### config.mk
export PLATFORM = sky130hd
export DESIGN_NAME = sar_seq
export DESIGN_NICKNAME = d
export VERILOG_FILES = /design/src/rtl/sar_seq_pkg.sv /design/src/rtl/sar_ctrl.sv /design/src/rtl/sar_timing.sv /design/src/rtl/sar_search.sv /design/src/rtl/sar_seq.sv
export SDC_FILE = /design/constraint.sdc
export NUM_CORES = 1
export LEC_CHECK = 0
export BUFFER_PORTS_ARGS = -buffer_cell sky130_fd_sc_hd__buf_2
export CORE_MARGIN = 4
export CORE_UTILIZATION = 34
export DETAILED_ROUTE_END_ITERATION = 6
export PLACE_DENSITY_LB_ADDON = 0.05
export RECOVER_POWER = 50
export SLEW_MARGIN = 20
export SYNTH_ARGS = -nofsm -noshare
export SYNTH_HDL_FRONTEND = slang
export SYNTH_SLANG_ARGS = --single-unit
### constraint.sdc
create_clock -name clk -period 4.68 [get_ports clk]
set_clock_uncertainty 0.2 [all_clocks]
set_input_delay 0.468 -clock clk [delete_from_list [all_inputs] [get_ports clk]]
set_output_delay 0.468 -clock clk [all_outputs]
set_load 0.005 [all_outputs]
### src/rtl/sar_seq_pkg.sv
// Shared constants and helpers for the conversion sequencer.
// Assumes the longest conversion fits in CNT_W bits.
package sar_seq_pkg;
    localparam int RES_W      = 10;   // full code width
    localparam int LO_W       = 8;    // reduced code width
    localparam int CYC_LO_DIR = 49;   // 8-bit, no sample-and-hold
    localparam int CYC_HI_DIR = 59;   // 10-bit, no sample-and-hold
    localparam int CYC_LO_SH  = 28;   // 8-bit, sample-and-hold
    localparam int CYC_HI_SH  = 33;   // 10-bit, sample-and-hold
    localparam int CNT_W      = $clog2(CYC_HI_DIR + 1);
    localparam int POS_W      = $clog2(RES_W);
    localparam int CH_W       = 2;
    localparam int AIN_W      = 4;
    localparam int AIN_BASE   = 8;

    // Total conversion length in clocks for a resolution/hold pair.
    function automatic logic [CNT_W-1:0] conv_cycles(input logic hi, input logic sh);
        if (sh) return hi ? CNT_W'(CYC_HI_SH)  : CNT_W'(CYC_LO_SH);
        else    return hi ? CNT_W'(CYC_HI_DIR) : CNT_W'(CYC_LO_DIR);
    endfunction

    // Number of bit decisions for a resolution.
    function automatic logic [CNT_W-1:0] step_count(input logic hi);
        return hi ? CNT_W'(RES_W) : CNT_W'(LO_W);
    endfunction
endpackage

### src/rtl/sar_ctrl.sv
// Start-bit register and conversion state machine.
// Assumes conv_last comes from the timing unit and is high only while busy.
module sar_ctrl (
    input  logic clk,
    input  logic rst_n,
    input  logic start_set,
    input  logic start_clr,
    input  logic trig_timer,
    input  logic timer_evt,
    input  logic ref_en,
    input  logic rpt_mode,
    input  logic conv_last,
    output logic start_bit,
    output logic busy,
    output logic launch,
    output logic finish,
    output logic done,
    output logic rpt_q
);
    // Begin when idle, armed, reference connected and the trigger is met.
    always_comb launch = !busy && start_bit && ref_en && (!trig_timer || timer_evt);
    // A conversion counts as complete only if the reference stayed connected.
    always_comb finish = busy && ref_en && conv_last;

    // State, start bit and the completion pulse.
    always_ff @(posedge clk) begin
        if (!rst_n) begin
            busy      <= 1'b0;
            start_bit <= 1'b0;
            done      <= 1'b0;
            rpt_q     <= 1'b0;
        end else begin
            if (launch)
                busy <= 1'b1;
            else if (busy && (!ref_en || conv_last))
                busy <= 1'b0;
            if (launch)
                rpt_q <= rpt_mode;
            if (start_set)
                start_bit <= 1'b1;
            else if (start_clr)
                start_bit <= 1'b0;
            else if (finish && !rpt_q)
                start_bit <= 1'b0;
            done <= finish;
        end
    end


    ref_guard_chk: assert property (@(posedge clk) disable iff (!rst_n)
        $rose(busy) |-> $past(ref_en));

    done_pulse_chk: assert property (@(posedge clk) disable iff (!rst_n)
        done |=> !done);

    oneshot_clear_chk: assert property (@(posedge clk) disable iff (!rst_n)
        (done && !rpt_q && !$past(start_set)) |-> !start_bit);
endmodule

### src/rtl/sar_timing.sv
// Cycle counter and phase decode for one conversion.
// Captures resolution, hold mode and channel when a conversion begins.
// Order within a conversion: sampling window, then bit steps, then a latch cycle.
module sar_timing
    import sar_seq_pkg::*;
(
    input  logic             clk,
    input  logic             rst_n,
    input  logic             launch,
    input  logic             busy,
    input  logic             res_hi,
    input  logic             rpt_mode,
    input  logic             sh_en,
    input  logic [CH_W-1:0]  chan_sel,
    output logic             conv_last,
    output logic             step_en,
    output logic [POS_W-1:0] bit_pos,
    output logic             sampling,
    output logic             hi_q,
    output logic [CH_W-1:0]  ch_q
);
    logic             sh_q;
    logic [CNT_W-1:0] cnt;
    logic [CNT_W-1:0] total;
    logic [CNT_W-1:0] first;
    logic [CNT_W-1:0] off;

    // Counter and captured configuration; repeat mode forces 8-bit.
    always_ff @(posedge clk) begin
        if (!rst_n) begin
            cnt  <= '0;
            hi_q <= 1'b0;
            sh_q <= 1'b0;
            ch_q <= '0;
        end else if (launch) begin
            cnt  <= '0;
            hi_q <= res_hi && !rpt_mode;
            sh_q <= sh_en;
            ch_q <= chan_sel;
        end else if (busy) begin
            cnt <= cnt + CNT_W'(1);
        end
    end

    // Phase decode from the count and the captured settings.
    always_comb begin
        total     = conv_cycles(hi_q, sh_q);
        first     = total - CNT_W'(1) - step_count(hi_q);
        off       = cnt - first;
        sampling  = busy && (cnt < first);
        step_en   = busy && (cnt >= first) && (cnt < total - CNT_W'(1));
        conv_last = busy && (cnt == total - CNT_W'(1));
        bit_pos   = POS_W'(RES_W - 1) - off[POS_W-1:0];
    end


    cnt_range_chk: assert property (@(posedge clk) disable iff (!rst_n)
        busy |-> (cnt < total));

    sample_first_chk: assert property (@(posedge clk) disable iff (!rst_n)
        (sampling && cnt != '0) |-> $past(sampling));
endmodule

### src/rtl/sar_search.sv
// Successive-approximation register, trial code and result register.
// Codes are kept left-aligned in RES_W bits; 8-bit results are shifted down on store.
module sar_search
    import sar_seq_pkg::*;
(
    input  logic             clk,
    input  logic             rst_n,
    input  logic             launch,
    input  logic             step_en,
    input  logic [POS_W-1:0] bit_pos,
    input  logic             cmp_in,
    input  logic             finish,
    input  logic             hi_q,
    output logic [RES_W-1:0] dac_code,
    output logic [RES_W-1:0] result
);
    logic [RES_W-1:0] acc;
    logic [RES_W-1:0] trial_bit;

    // Trial code is the decided bits plus the bit under test.
    always_comb begin
        trial_bit = RES_W'(1) << bit_pos;
        dac_code  = step_en ? (acc | trial_bit) : acc;
    end

    // Keep the bit under test when the comparator says the input is at or above the trial code.
    always_ff @(posedge clk) begin
        if (!rst_n)
            acc <= '0;
        else if (launch)
            acc <= '0;
        else if (step_en && cmp_in)
            acc <= acc | trial_bit;
    end

    // Store the finished code, right-aligned in 8-bit mode.
    always_ff @(posedge clk) begin
        if (!rst_n)
            result <= '0;
        else if (finish)
            result <= hi_q ? acc : RES_W'(acc >> (RES_W - LO_W));
    end


    msb_first_chk: assert property (@(posedge clk) disable iff (!rst_n)
        (step_en && $past(step_en)) |-> (bit_pos == POS_W'($past(bit_pos) - POS_W'(1))));

    upper_zero_chk: assert property (@(posedge clk) disable iff (!rst_n)
        ($past(finish) && !$past(hi_q)) |-> (result[RES_W-1:LO_W] == '0));
endmodule

### src/rtl/sar_seq.sv
// Top of the conversion sequencer: control, timing and search units.
// Assumes cmp_in settles within one clock of dac_code changing.
module sar_seq
    import sar_seq_pkg::*;
(
    input  logic             clk,
    input  logic             rst_n,
    input  logic             res_hi,
    input  logic             rpt_mode,
    input  logic [CH_W-1:0]  chan_sel,
    input  logic             sh_en,
    input  logic             trig_timer,
    input  logic             ref_en,
    input  logic             start_set,
    input  logic             start_clr,
    input  logic             timer_evt,
    input  logic             cmp_in,
    output logic [RES_W-1:0] dac_code,
    output logic [AIN_W-1:0] ain_sel,
    output logic             ref_conn,
    output logic             sampling,
    output logic             busy,
    output logic             start_bit,
    output logic             done,
    output logic [RES_W-1:0] result
);
    logic             launch;
    logic             finish;
    logic             rpt_q;
    logic             conv_last;
    logic             step_en;
    logic [POS_W-1:0] bit_pos;
    logic             hi_q;
    logic [CH_W-1:0]  ch_q;

    sar_ctrl u_ctrl (
        .clk(clk), .rst_n(rst_n), .start_set(start_set), .start_clr(start_clr),
        .trig_timer(trig_timer), .timer_evt(timer_evt), .ref_en(ref_en),
        .rpt_mode(rpt_mode), .conv_last(conv_last), .start_bit(start_bit),
        .busy(busy), .launch(launch), .finish(finish), .done(done), .rpt_q(rpt_q)
    );

    sar_timing u_timing (
        .clk(clk), .rst_n(rst_n), .launch(launch), .busy(busy), .res_hi(res_hi),
        .rpt_mode(rpt_mode), .sh_en(sh_en), .chan_sel(chan_sel),
        .conv_last(conv_last), .step_en(step_en), .bit_pos(bit_pos),
        .sampling(sampling), .hi_q(hi_q), .ch_q(ch_q)
    );

    sar_search u_search (
        .clk(clk), .rst_n(rst_n), .launch(launch), .step_en(step_en),
        .bit_pos(bit_pos), .cmp_in(cmp_in), .finish(finish), .hi_q(hi_q),
        .dac_code(dac_code), .result(result)
    );

    // Channel number and reference switch drive.
    always_comb begin
        ain_sel  = AIN_W'(AIN_BASE) + AIN_W'(ch_q);
        ref_conn = ref_en;
    end
endmodule

==> impl_metrics.yaml <==
status:
  outcome: "finished clean"
logic_synthesis:
  ys_seq_elements: 34
  synth-seq-area-share: 0.3134
  synth_nets: 281
  synth-adder-area-share: 0.1302
  ys_top_cells_by_area: "dfxtp_1 (31%), ha_1 (12%), inv_1 (4.1%), o31ai_1 (4.1%), nand2_1 (3.8%)"
  yosysTopAreaCell: "dfxtp_1"
  synth.avg_cell_area_um2: 8.830
  synth_compound_gate_area_share: 0.2137
  synth_area_um2: 2172
  synth_top_family_by_area: "compound AO/OA/AOI/OAI gates"
  ys.flop_type: "dfxtp_1"
  synth_xor_area_frac: 0.05127
  async_reset_ff_frac: 0
  synth_common_cells: "dfxtp_1 (34), inv_1 (24), nand2_1 (22)"
  ys_warn_count: 0
  synth.top_cell.area_share: 0.3134
  synth.most_common_cell: "dfxtp_1"
  synth_cell_types: 46
  synth-edff-count: 0
  syn_inst: 246
  synth-simple-area-share: 0.1768
  synth_mux_area_frac: 0.01382
drt:
  top_layer_used: "met4"
  antenna_left: 0
  route.vias.total: 1761
  drcViolationCount: 0
  dr.pass1.iters: 4
  routedWlPerCell_um: 15.04
  drt_iter0_drc: 86
  drt-met1-wl_mm: 2.823
  wirelength_mm: 5.309
  wl_met3_um: 188
  met2_length_mm: 2.261
  routed_via_density: 4.989
sta:
  min_period_ps: 4225
  setup_ws_ps: 454.5
  worstMarginPinSlew_ps: 713.1
  timing.hold.ws_ps: 191.9
  max_slew_margin: 0.5246
  period_share: 0.9029
  finalSetupViolations: 0
  finalHoldViolCount: 0
  max_freq_mhz: 236.7
  maxSlewViolCount: 0
  rsz0062_at_grt: "no"
  setup_tns_ps: 0
cts:
  htreeDepth: 2
  cts_buffer_depth: 2
  cts_root_buf: "clkbuf_8"
  cts.sinks: 34
  cts_buffers: 5
  postCtsResizedCells: 0
  clk_pin_slew_ps: 70
  cts_setup_buffers: 0
  tritoncts: "done"
  holdBufCountCts: 0
  insertion_delay_ps: 290
global_route:
  grt_max_degree: 23
  gr-total-overflow: 0
  grt_pass1_vias: 1729
  grt_use_total: 0.1490
  grt_pass1_wl_mm: 8.866
  antenna_found_initial: 0
layout:
  design_area_um2: 2462
  drive_above_1_share: 0.1691
  multiInputGateArea_um2: 1265
  nets: 312
  diodes: 0
  ff_latch_area_um2: 680.7
  n_fill_cell: 647
  area_growth_pct: 13.36
place:
  place_hpwl_mm: 4.024
  io_buffers: 39
  place_ws_ps: 784.4
  gp_congestion: 0.7543
  post_dp_cell_area_um2: 2351
floorplan:
  rows: 28
  design.portCount: 42
  start_util: 0.3584
  die_h_um: 87.93
  core_area_um2: 6061
  die_area_um2: 7731
  dieWidth_um: 87.93
critical_path:
  r2r_slack_ps: 1220
  required_ps: 4010
  crit_type: "register to output port"
  crit_fanout: 6
  cp-end-kind: "output port"
  crit_path_start_kind: "register"
  startpoint: "u_timing.sh_q"
  r2r-end: "u_search.acc[3]"
  ff2ff_path_depth: 12
  worstPathArrival_ps: 3560
  reg2reg_from: "u_timing.sh_q"
power:
  p_per_area_nw_per_um2: 280.1
  leakagePower_uw: 0.001133
  irDropWorstVdd_mv: 0.1754
min_path:
  hold_end: "u_ctrl.start_bit"
  min_from: "start_set"
  whs_path_depth: 2
  holdCritPathClass: "input port to register"
job:
  maxCapViolCount: 0
layout make-up:
class | instances | share of cell area
Clock buffer | 5 | 0.02795
Clock inverter | 3 | 0.02795
Inverter | 25 | 0.03811
Multi-Input combinational cell | 171 | 0.5137
Sequential cell | 34 | 0.2764
Tap cell | 75 | 0.03811
Timing Repair Buffer | 40 | 0.07774
critical path, stage by stage, from the launching register on:
cell     delay, ps
dfxtp_1        400
inv_1           80
ha_1           310
xnor2_1        200
ha_1           300
inv_1           70
ha_1           140
inv_1           50
fa_1           410
xor2_1         170
xnor2_1        400
nand4_2        270
o31ai_1        300
buf_2          170
logic make-up after synthesis:
| family | Yosys count |
|---|---|
| and+or+nand+nor | 74 |
| AOI/OAI and AO/OA | 59 |
| buffers and inverters | 41 |
| DFF | 34 |
| adders and majority gates | 22 |
| xor gates and xnor gates | 11 |
| muxes | 3 |
| other | 2 |
flip-flops by register name, indices dropped and copies added, names as in the netlist:
signal	cells
u_ctrl.busy	1
u_ctrl.rpt_q	1
u_search.acc	10
u_timing.cnt	6
u_timing.hi_q	1
u_search.result	10
u_ctrl.start_bit	1
u_timing.ch_q	2
u_timing.sh_q	1
u_ctrl.done	1
how the worst max path moves through the flow:
stage,slack (ps),end,cells after the start
floorplan,920,dac_code[3],13
global placement,720,dac_code[2],13
detailed placement,780,dac_code[2],13
CTS,440,dac_code[2],13
global route,160,dac_code[3],13
finish,450,dac_code[2],13
cell usage in the layout (no fill, tap or decap), types with 2 or more instances in the layout:
master | synthesis | routed
dfxtp_1 | 34 | 34
buf_2 | 3 | 30
inv_1 | 24 | 24
nand2_1 | 22 | 22
ha_1 | 21 | 21
nor2_1 | 18 | 18
a21oi_1 | 12 | 12
o31ai_1 | 12 | 12
nand2b_1 | 8 | 9
clkbuf_1 | 3 | 9
nand3_1 | 8 | 8
o211ai_1 | 8 | 8
o211a_1 | 8 | 8
xnor2_1 | 6 | 6
nand4_1 | 6 | 6
clkbuf_8 | 0 | 5
xor2_1 | 4 | 4
o32ai_1 | 4 | 4
and3_1 | 3 | 3
mux2i_1 | 3 | 3
a21o_1 | 2 | 2
and3b_1 | 1 | 2
o41ai_2 | 2 | 2
o41ai_1 | 2 | 2
a31oi_1 | 2 | 2
conb_1 | 2 | 2
bufinv_16 | 0 | 2
routing by layer:
layer / up-vias / GRT usage
li1: 915 / -
met1: 809 / 0.2260
met2: 35 / 0.2096
met3: 2 / 0.02728
met4: 0 / 0.04881
met5: - / 0
power by group:
| part | leakage (µW) | total [µW] | internal (µW) | switching [µW] |
|---|---|---|---|---|
| Sequential | 0.000274 | 295 | 292 | 2.88 |
| Clock | 0.0000683 | 333 | 214 | 120 |
| Combinational | 0.000790 | 61.8 | 22.5 | 39.3 |
stage by stage:
| step | power, µW | instances | util |
|---|---|---|---|
| 5_1_grt | 721.5 | 353 | 0.4063 |
| 6_report | 689.6 | 353 | 0.4063 |
| 2_1_floorplan | 351.3 | 246 | - |
| 3_3_place_gp | 365.1 | 345 | 0.3879 |
| 4_1_cts | 702.2 | 353 | 0.4106 |
| 3_5_place_dp | 364.9 | 345 | 0.3879 |
No activity file was read; power rests on OpenSTA's default activity.
